File: config.mk
export PLATFORM = sky130hd
export DESIGN_NAME = hexrec_core_loader
export DESIGN_NICKNAME = d
export VERILOG_FILES = /design/src/rtl/hexload_pkg.sv /design/src/rtl/hexload_uart_rx.sv /design/src/rtl/hexload_record_parser.sv /design/src/rtl/hexload_word_writer.sv /design/src/rtl/hexrec_core_loader.sv
export SDC_FILE = /design/constraint.sdc
export NUM_CORES = 1
export LEC_CHECK = 0
export BUFFER_PORTS_ARGS = -buffer_cell sky130_fd_sc_hd__buf_2
export CORE_MARGIN = 2
export CORE_UTILIZATION = 55
export DETAILED_ROUTE_END_ITERATION = 8
export GPL_TIMING_DRIVEN = 0
export PLACE_DENSITY = 0.75
export SETUP_SLACK_MARGIN = 0.1
export SYNTH_ARGS = -nofsm -noshare
export SYNTH_HDL_FRONTEND = slang
export SYNTH_SLANG_ARGS = --single-unit
File: constraint.sdc
create_clock -name clk -period 5.26 [get_ports clk]
set_input_delay 1.315 -clock clk [delete_from_list [all_inputs] [get_ports clk]]
set_output_delay 1.315 -clock clk [all_outputs]
set_load 0.01 [all_outputs]
File: src/rtl/hexload_pkg.sv
package hexload_pkg;

   localparam int WORD_BYTES = 4;
   localparam int WORD_W     = 8 * WORD_BYTES;

   localparam logic [7:0] CH_COLON   = 8'h3A;
   localparam logic [7:0] REC_T_DATA = 8'h00;
   localparam logic [7:0] REC_T_EOF  = 8'h01;

   typedef enum logic [2:0] {
      RX_IDLE,
      RX_START,
      RX_DATA,
      RX_STOP,
      RX_WAITHI
   } rx_state_e;

   typedef enum logic [2:0] {
      PS_IDLE,
      PS_COUNT,
      PS_ADDRH,
      PS_ADDRL,
      PS_TYPE,
      PS_DATA,
      PS_CSUM,
      PS_DONE
   } parse_state_e;

   typedef struct packed {
      logic       ok;
      logic [3:0] val;
   } nibble_t;

   // ASCII hex digit to value; ok is low for any other character
   function automatic nibble_t decode_hex(input logic [7:0] c);
      nibble_t r;
      r.ok  = 1'b1;
      r.val = 4'h0;
      if (c >= 8'h30 && c <= 8'h39) begin
         r.val = c[3:0];
      end else if ((c >= 8'h41 && c <= 8'h46) || (c >= 8'h61 && c <= 8'h66)) begin
         r.val = c[3:0] + 4'd9;
      end else begin
         r.ok = 1'b0;
      end
      return r;
   endfunction

endpackage

File: src/rtl/hexload_uart_rx.sv
module hexload_uart_rx #(
   parameter int CLKS_PER_BIT = 8
) (
   input  logic       clk,
   input  logic       rst_n,
   input  logic       rx_i,
   output logic       byte_valid_o,
   output logic [7:0] byte_o
);
   import hexload_pkg::*;

   localparam int CNT_W = $clog2(CLKS_PER_BIT);
   localparam logic [CNT_W-1:0] FULL_LAST = CNT_W'(CLKS_PER_BIT - 1);
   localparam logic [CNT_W-1:0] HALF_LAST = CNT_W'(CLKS_PER_BIT / 2 - 1);

   logic             sync1_q, sync2_q;
   rx_state_e        st_q;
   logic [CNT_W-1:0] cnt_q;
   logic [2:0]       bit_q;
   logic [7:0]       shift_q;
   logic             valid_q;

   always_ff @(posedge clk) begin
      if (!rst_n) begin
         sync1_q <= 1'b1;
         sync2_q <= 1'b1;
         st_q    <= RX_IDLE;
         cnt_q   <= '0;
         bit_q   <= '0;
         shift_q <= '0;
         valid_q <= 1'b0;
      end else begin
         sync1_q <= rx_i;
         sync2_q <= sync1_q;
         valid_q <= 1'b0;
         case (st_q)
            RX_IDLE: begin
               if (!sync2_q) begin
                  st_q  <= RX_START;
                  cnt_q <= '0;
               end
            end
            RX_START: begin
               if (cnt_q == HALF_LAST) begin
                  cnt_q <= '0;
                  bit_q <= '0;
                  st_q  <= sync2_q ? RX_IDLE : RX_DATA;
               end else begin
                  cnt_q <= cnt_q + 1'b1;
               end
            end
            RX_DATA: begin
               if (cnt_q == FULL_LAST) begin
                  cnt_q   <= '0;
                  shift_q <= {sync2_q, shift_q[7:1]};
                  bit_q   <= bit_q + 1'b1;
                  if (bit_q == 3'd7) st_q <= RX_STOP;
               end else begin
                  cnt_q <= cnt_q + 1'b1;
               end
            end
            RX_STOP: begin
               if (cnt_q == FULL_LAST) begin
                  cnt_q <= '0;
                  if (sync2_q) begin
                     valid_q <= 1'b1;
                     st_q    <= RX_IDLE;
                  end else begin
                     st_q <= RX_WAITHI;
                  end
               end else begin
                  cnt_q <= cnt_q + 1'b1;
               end
            end
            RX_WAITHI: begin
               if (sync2_q) st_q <= RX_IDLE;
            end
            default: st_q <= RX_IDLE;
         endcase
      end
   end

   assign byte_valid_o = valid_q;
   assign byte_o       = shift_q;

   // each received character is a single-cycle strobe
   a_r1_single_strobe: assert property (@(posedge clk) disable iff (!rst_n)
      byte_valid_o |=> !byte_valid_o)
      else $error("a_r1_single_strobe");

endmodule

File: src/rtl/hexload_record_parser.sv
module hexload_record_parser #(
   parameter int NUM_CORES     = 2,
   parameter int MEM_DEPTH     = 512,
   parameter int MAX_REC_BYTES = 16,
   localparam int MAX_WORDS    = MAX_REC_BYTES / 4,
   localparam int WIDX_W       = $clog2(MAX_WORDS),
   localparam int WCNT_W       = WIDX_W + 1,
   localparam int ADDR_W       = $clog2(MEM_DEPTH),
   localparam int CORE_W       = (NUM_CORES > 1) ? $clog2(NUM_CORES) : 1
) (
   input  logic              clk,
   input  logic              rst_n,
   input  logic              byte_valid_i,
   input  logic [7:0]        char_i,
   input  logic [WIDX_W-1:0] rd_idx_i,
   output logic [31:0]       word_o,
   output logic              wr_start_o,
   output logic [ADDR_W-1:0] wr_base_o,
   output logic [WCNT_W-1:0] wr_words_o,
   output logic [CORE_W-1:0] core_idx_o,
   output logic              core_hold_o,
   output logic              load_err_o
);
   import hexload_pkg::*;

   localparam int BIDX_W = $clog2(MAX_REC_BYTES);

   parse_state_e      st_q;
   logic              want_hi_q;
   logic [3:0]        hi_q;
   logic [7:0]        sum_q, cnt_q, type_q, idx_q;
   logic [15:0]       addr_q;
   logic [CORE_W-1:0] core_q;
   logic              err_q, start_q;
   logic [7:0]        buf_q [MAX_REC_BYTES];

   nibble_t     nib;
   logic [7:0]  full_byte, total;
   logic [16:0] end_word;
   logic        shape_ok, byte_done;

   always_comb begin
      nib       = decode_hex(char_i);
      full_byte = {hi_q, nib.val};
      total     = sum_q + full_byte;
      end_word  = {3'b000, addr_q[15:2]} + {11'b0, cnt_q[7:2]};
      shape_ok  = (addr_q[1:0] == 2'b00) && (cnt_q[1:0] == 2'b00) &&
                  (int'(cnt_q) <= MAX_REC_BYTES) && (end_word <= 17'(MEM_DEPTH));
      byte_done = byte_valid_i && nib.ok && !want_hi_q &&
                  (st_q != PS_IDLE) && (st_q != PS_DONE);
   end

   always_ff @(posedge clk) begin
      if (!rst_n) begin
         st_q      <= PS_IDLE;
         want_hi_q <= 1'b1;
         hi_q      <= '0;
         sum_q     <= '0;
         cnt_q     <= '0;
         type_q    <= '0;
         idx_q     <= '0;
         addr_q    <= '0;
         core_q    <= '0;
         err_q     <= 1'b0;
         start_q   <= 1'b0;
      end else begin
         start_q <= 1'b0;
         if (byte_valid_i && st_q != PS_DONE) begin
            if (char_i == CH_COLON) begin
               if (st_q != PS_IDLE) err_q <= 1'b1;
               st_q      <= PS_COUNT;
               want_hi_q <= 1'b1;
               sum_q     <= '0;
               idx_q     <= '0;
            end else if (st_q == PS_IDLE) begin
               st_q <= PS_IDLE;
            end else if (!nib.ok) begin
               err_q <= 1'b1;
               st_q  <= PS_IDLE;
            end else if (want_hi_q) begin
               hi_q      <= nib.val;
               want_hi_q <= 1'b0;
            end else begin
               want_hi_q <= 1'b1;
               sum_q     <= total;
               case (st_q)
                  PS_COUNT: begin cnt_q <= full_byte; st_q <= PS_ADDRH; end
                  PS_ADDRH: begin addr_q[15:8] <= full_byte; st_q <= PS_ADDRL; end
                  PS_ADDRL: begin addr_q[7:0] <= full_byte; st_q <= PS_TYPE; end
                  PS_TYPE: begin
                     type_q <= full_byte;
                     st_q   <= (cnt_q == 8'd0) ? PS_CSUM : PS_DATA;
                  end
                  PS_DATA: begin
                     idx_q <= idx_q + 8'd1;
                     if (idx_q == cnt_q - 8'd1) st_q <= PS_CSUM;
                  end
                  PS_CSUM: begin
                     st_q <= PS_IDLE;
                     if (total != 8'd0) begin
                        err_q <= 1'b1;
                     end else if (type_q == REC_T_DATA) begin
                        if (cnt_q != 8'd0) begin
                           if (shape_ok) start_q <= 1'b1;
                           else          err_q   <= 1'b1;
                        end
                     end else if (type_q == REC_T_EOF) begin
                        if (core_q == CORE_W'(NUM_CORES - 1)) st_q <= PS_DONE;
                        else core_q <= core_q + 1'b1;
                     end
                  end
                  default: st_q <= PS_IDLE;
               endcase
            end
         end
      end
   end

   // record data buffer: words are committed only after the checksum
   always_ff @(posedge clk) begin
      if (byte_done && st_q == PS_DATA && int'(idx_q) < MAX_REC_BYTES)
         buf_q[idx_q[BIDX_W-1:0]] <= full_byte;
   end

   logic [31:0] words_w [MAX_WORDS];
   for (genvar w = 0; w < MAX_WORDS; w++) begin : g_pack
      assign words_w[w] = {buf_q[4*w], buf_q[4*w+1], buf_q[4*w+2], buf_q[4*w+3]};
   end

   assign word_o      = words_w[rd_idx_i];
   assign wr_start_o  = start_q;
   assign wr_base_o   = addr_q[ADDR_W+1:2];
   assign wr_words_o  = WCNT_W'(cnt_q[7:2]);
   assign core_idx_o  = core_q;
   assign core_hold_o = (st_q != PS_DONE);
   assign load_err_o  = err_q;

   // release is permanent until reset
   a_r9_release_final: assert property (@(posedge clk) disable iff (!rst_n)
      !core_hold_o |=> !core_hold_o)
      else $error("a_r9_release_final");

   // no record is committed once the cores run
   a_r9_no_commit_released: assert property (@(posedge clk) disable iff (!rst_n)
      !core_hold_o |-> !wr_start_o)
      else $error("a_r9_no_commit_released");

   // error flag never clears
   a_r10_err_sticky: assert property (@(posedge clk) disable iff (!rst_n)
      load_err_o |=> load_err_o)
      else $error("a_r10_err_sticky");

   // selection only ever moves forward by one
   a_r7_select_step: assert property (@(posedge clk) disable iff (!rst_n)
      (core_idx_o != $past(core_idx_o)) |-> (core_idx_o == $past(core_idx_o) + 1'b1))
      else $error("a_r7_select_step");

endmodule

File: src/rtl/hexload_word_writer.sv
module hexload_word_writer #(
   parameter int NUM_CORES  = 2,
   parameter int MEM_DEPTH  = 512,
   parameter int MAX_WORDS  = 4,
   localparam int WIDX_W    = $clog2(MAX_WORDS),
   localparam int WCNT_W    = WIDX_W + 1,
   localparam int ADDR_W    = $clog2(MEM_DEPTH),
   localparam int CORE_W    = (NUM_CORES > 1) ? $clog2(NUM_CORES) : 1
) (
   input  logic                 clk,
   input  logic                 rst_n,
   input  logic                 start_i,
   input  logic [ADDR_W-1:0]    base_i,
   input  logic [WCNT_W-1:0]    words_i,
   input  logic [CORE_W-1:0]    core_i,
   input  logic [31:0]          word_i,
   output logic [WIDX_W-1:0]    rd_idx_o,
   output logic [NUM_CORES-1:0] prog_we_o,
   output logic [ADDR_W-1:0]    prog_addr_o,
   output logic [31:0]          prog_wdata_o
);
   logic              busy_q;
   logic [WIDX_W-1:0] idx_q, last_q;
   logic [ADDR_W-1:0] base_q;
   logic [CORE_W-1:0] core_q;

   always_ff @(posedge clk) begin
      if (!rst_n) begin
         busy_q <= 1'b0;
         idx_q  <= '0;
         last_q <= '0;
         base_q <= '0;
         core_q <= '0;
      end else if (start_i) begin
         busy_q <= 1'b1;
         idx_q  <= '0;
         last_q <= WIDX_W'(words_i - WCNT_W'(1));
         base_q <= base_i;
         core_q <= core_i;
      end else if (busy_q) begin
         if (idx_q == last_q) busy_q <= 1'b0;
         else                 idx_q  <= idx_q + 1'b1;
      end
   end

   assign rd_idx_o     = idx_q;
   assign prog_addr_o  = base_q + ADDR_W'(idx_q);
   assign prog_wdata_o = word_i;

   for (genvar c = 0; c < NUM_CORES; c++) begin : g_we
      assign prog_we_o[c] = busy_q && (core_q == CORE_W'(c));
   end

   // never more than one core written
   a_r8_onehot_we: assert property (@(posedge clk) disable iff (!rst_n)
      $onehot0(prog_we_o))
      else $error("a_r8_onehot_we");

   // words of one burst land on ascending consecutive addresses
   a_r4_addr_step: assert property (@(posedge clk) disable iff (!rst_n)
      ((|prog_we_o) && $past(|prog_we_o)) |-> (prog_addr_o == $past(prog_addr_o) + ADDR_W'(1)))
      else $error("a_r4_addr_step");

   // a burst is never restarted before it ends
   a_r4_no_restart: assert property (@(posedge clk) disable iff (!rst_n)
      start_i |-> !busy_q)
      else $error("a_r4_no_restart");

endmodule

File: src/rtl/hexrec_core_loader.sv
module hexrec_core_loader #(
   parameter int NUM_CORES     = 2,
   parameter int MEM_DEPTH     = 512,
   parameter int CLKS_PER_BIT  = 8,
   parameter int MAX_REC_BYTES = 16,
   localparam int ADDR_W       = $clog2(MEM_DEPTH),
   localparam int MAX_WORDS    = MAX_REC_BYTES / 4,
   localparam int WIDX_W       = $clog2(MAX_WORDS),
   localparam int WCNT_W       = WIDX_W + 1,
   localparam int CORE_W       = (NUM_CORES > 1) ? $clog2(NUM_CORES) : 1
) (
   input  logic                 clk,
   input  logic                 rst_n,
   input  logic                 rx_i,
   output logic [NUM_CORES-1:0] prog_we_o,
   output logic [ADDR_W-1:0]    prog_addr_o,
   output logic [31:0]          prog_wdata_o,
   output logic                 core_hold_o,
   output logic                 load_err_o
);
   if (NUM_CORES < 1) begin : g_bad_cores
      $error("NUM_CORES must be at least 1");
   end
   if (MAX_REC_BYTES % 4 != 0 || MAX_REC_BYTES < 8 || MAX_REC_BYTES > 252 ||
       (MAX_WORDS & (MAX_WORDS - 1)) != 0) begin : g_bad_rec
      $error("MAX_REC_BYTES must be a multiple of 4 in 8..252 giving a power-of-two word count");
   end
   if ((MEM_DEPTH & (MEM_DEPTH - 1)) != 0 || MEM_DEPTH > 16384 || MEM_DEPTH < MAX_WORDS) begin : g_bad_depth
      $error("MEM_DEPTH must be a power of two between MAX_WORDS and 16384");
   end
   if (CLKS_PER_BIT < 4 || CLKS_PER_BIT * 10 <= MAX_WORDS + 4) begin : g_bad_baud
      $error("CLKS_PER_BIT too small");
   end

   logic              rx_valid;
   logic [7:0]        rx_char;
   logic              wr_start;
   logic [ADDR_W-1:0] wr_base;
   logic [WCNT_W-1:0] wr_words;
   logic [CORE_W-1:0] core_idx;
   logic [WIDX_W-1:0] rd_idx;
   logic [31:0]       rd_word;

   hexload_uart_rx #(
      .CLKS_PER_BIT(CLKS_PER_BIT)
   ) u_rx (
      .clk         (clk),
      .rst_n       (rst_n),
      .rx_i        (rx_i),
      .byte_valid_o(rx_valid),
      .byte_o      (rx_char)
   );

   hexload_record_parser #(
      .NUM_CORES    (NUM_CORES),
      .MEM_DEPTH    (MEM_DEPTH),
      .MAX_REC_BYTES(MAX_REC_BYTES)
   ) u_parse (
      .clk         (clk),
      .rst_n       (rst_n),
      .byte_valid_i(rx_valid),
      .char_i      (rx_char),
      .rd_idx_i    (rd_idx),
      .word_o      (rd_word),
      .wr_start_o  (wr_start),
      .wr_base_o   (wr_base),
      .wr_words_o  (wr_words),
      .core_idx_o  (core_idx),
      .core_hold_o (core_hold_o),
      .load_err_o  (load_err_o)
   );

   hexload_word_writer #(
      .NUM_CORES(NUM_CORES),
      .MEM_DEPTH(MEM_DEPTH),
      .MAX_WORDS(MAX_WORDS)
   ) u_wr (
      .clk         (clk),
      .rst_n       (rst_n),
      .start_i     (wr_start),
      .base_i      (wr_base),
      .words_i     (wr_words),
      .core_i      (core_idx),
      .word_i      (rd_word),
      .rd_idx_o    (rd_idx),
      .prog_we_o   (prog_we_o),
      .prog_addr_o (prog_addr_o),
      .prog_wdata_o(prog_wdata_o)
   );

   // memories are quiet while the cores run
   a_r9_quiet_after_release: assert property (@(posedge clk) disable iff (!rst_n)
      !core_hold_o |-> (prog_we_o == '0))
      else $error("a_r9_quiet_after_release");

endmodule

==> metrics <==
GPL Wtd Cong=0.946; Syn Nets=854; Pint=2.83 mW; Die Ht=140 um; CTS root buf=clkbuf_16; largest net degree at the start of global routing=23; clk slew on worst S/H paths=0.06 ns; Final setup viols=0; Rel. slew slack=0.152; Tightest Hold Check Type=reg -> reg; Die Area=19500 um^2; commonest cells in the synthesized netlist=edfxtp_1 (128), dfxtp_1 (94), nor2_1 (74); synthesized flop and latch total=222; n_diodes=0; register area share after synthesis=0.565; share of post-route cells with drive strength above 1=0.159; post-synthesis instance total=817; Inserted Clock Buffers=23; Sink Count=222; PD cells=306 nW/um^2; post-synth top area share=0.379; synthesis-to-layout area growth=13.3%; status=complete, no violations; DR vias=6636; Leak Pwr=4.12 nW; Synth area leader=edfxtp_1; Logic pwr share=0.008; Synth async-reset ratio=0; worst-case clock buffer depth=3; Post-synth EDFFs=128; clk_skew=0.0146 ns; top cells by area, synth=edfxtp_1 (38%), dfxtp_1 (19%), mux4_2 (7.1%), ha_1 (3.8%), mux2i_1 (3.5%); Nets=928; clock power share=0.475; pre-CTS WS=-0.341 ns; Psw=0.684 mW; FMAX=210 MHz; Die W=140 um; RSZ-0062 raised after global routing=false; dpl cells=1093; global-route wire length before repair=34100 um; Tightest Pin Transition=1.26 ns; wire per inst=18.8 um; vias in the first global route=6427; ratio of final minimum period to clock period=0.906; Row Count=49; CTS tree=done; initial antenna violation count=0; fin cells=1136; Residual DRC=0; Core Area=18000 um^2; Final Hold Fails=0; Startpoint Class=register; H-tree depth=1; layout filler cell count=1348; Clk Latency, worst-skew pair=0.50 ns; final worst slack=0.494 ns; Vias/cell=5.84; GRT Overall Usage=0.218; count of cell types in the netlist=70; 1st-iter DRT viols=519; total grt overflow=0; Main synth FF type=edfxtp_1; crit-path max FO=17; VDD IR-drop max=0.396 mV; Ports=48; synthesized area=10100 um^2; post-route ant nets=0; Routed WL=21400 um; Tmin final=4.77 ns; switching share of total power=0.194; Max Transition Viols Final=0; worst path arrival time=5.13 ns; Yosys warnings=0; worst path required time=5.63 ns; sequential power share=0.517; Initial Util=0.562; port bufs=47; most frequent cell after synthesis=edfxtp_1; CTS Hold Bufs=0; kind of critical path=reg -> reg; Max Cap Viol=0; endpoint class of the critical path=register; syn_area_per_cell=12.4 um^2; DPL Wire Length=13900 um; DRT Pass-1 Iters=5; setup_tns=0 ns
placed cells by master, fill, tap and decap left out, types with 23 or more instances in the layout:
cell type and n:
nor2b_1 24, o21ai_0 24, dfxtp_1 94, nand2_1 56, mux2i_1 35, ha_1 31
mux4_2 32, edfxtp_1 128, buf_2 50, inv_1 28, a21oi_1 29, clkbuf_16 23
nor2_1 72, clkbuf_1 30
registers in the layout, indices dropped and copies added (netlist names), 2 cells and up:
name	cells
u_rx.st_q	3
u_rx.cnt_q	3
u_parse.idx_q	8
u_wr.base_q	9
u_rx.byte_o	8
u_wr.last_q	2
u_wr.rd_idx_o	2
u_parse.type_q	8
u_parse.buf_q	128
u_parse.sum_q	8
u_parse.cnt_q	8
u_parse.hi_q	4
u_parse.st_q	3
u_rx.bit_q	3
u_parse.addr_q	16
power groups by stage:
stage / clock (mW) / sequential (mW) / combinational [mW]
after floorplan: 0 / 1.86 / 0.0167
after global placement: 0 / 1.86 / 0.0270
after detailed placement: 0 / 1.86 / 0.0269
after CTS: 1.70 / 1.82 / 0.0272
after global routing: 1.77 / 1.82 / 0.0296
final: 1.67 / 1.82 / 0.0275
critical path: stages, from the launching register on:
cell and delay [ns]:
dfxtp_1 0.52, ha_1 0.24, o21bai_1 0.08, a21oi_2 0.49, nor2b_1 0.15, a22oi_2 0.32, clkinvlp_4 0.38, ha_1 0.37
a211oi_1 0.46, or4b_2 0.22, o2111ai_1 0.17, nor4_1 0.48, nand3_1 0.27, a2111oi_1 0.48
metal layers:
metal / vias up / global-route usage / wire, um
met5: - / 0 / 0
met4: 0 / 0.0526 / 311
met3: 27 / 0.0361 / 1190
met2: 203 / 0.374 / 10500
met1: 3228 / 0.293 / 9340
li1: 3178 / - / -
timing repair:
action | CTS | global route
endpoints found under the setup margin | 6 | 6
gates resized for setup | 4 | 4
pin swaps | 0 | 1
buffers inserted | 0 | 2
cloned | 0 | 0
stage by stage:
step           area, um^2  hold slack (ns)  total power [mW]  utilization
2_1_floorplan       10100            0.386              1.87            -
3_3_place_gp        10700            0.392              1.88        0.591
3_5_place_dp        10700            0.398              1.88        0.591
4_1_cts             11400            0.409              3.54        0.635
5_1_grt             11500            0.429              3.62        0.637
6_report            11500            0.409              3.52        0.637
final cells by class:
class | count | area [um^2] | share of cell area
inverters | 30 | 116 | 0.0101
multi-input cells | 531 | 4190 | 0.365
clock buffers | 29 | 598 | 0.0521
well taps | 229 | 287 | 0.0250
clock inverters | 12 | 173 | 0.0150
flip-flops and latches | 222 | 5730 | 0.499
plain buffers | 34 | 143 | 0.0124
repair buffers | 49 | 250 | 0.0218
final timing paths:
kind | startpoint | to | slack [ns] | cells after the start
min | u_rx.sync1_q$_SDFF_PN1_ | u_rx.sync2_q$_SDFF_PN1_ | 0.41 | 1
min reg2reg | u_rx.sync1_q$_SDFF_PN1_ | u_rx.sync2_q$_SDFF_PN1_ | 0.41 | 1
max reg2reg | u_rx.byte_o[0]$_SDFFE_PN0P_ | u_parse.wr_start_o$_SDFF_PP0_ | 0.49 | 13
max | u_rx.byte_o[0]$_SDFFE_PN0P_ | u_parse.wr_start_o$_SDFF_PP0_ | 0.49 | 13
cell families (layout without fill, tap and decap cells):
family	count (synthesis)	after routing	share of synthesized area
AOI/OAI and AO/OA	131	131	0.0912
adders and majority gates	34	34	0.0442
buffers and inverters	64	154	0.0252
DFF	222	222	0.565
muxes	69	69	0.108
xor gates and xnor gates	38	38	0.0343
and+or+nand+nor	259	259	0.132
Note: power is estimated with default switching activity, not from simulation.
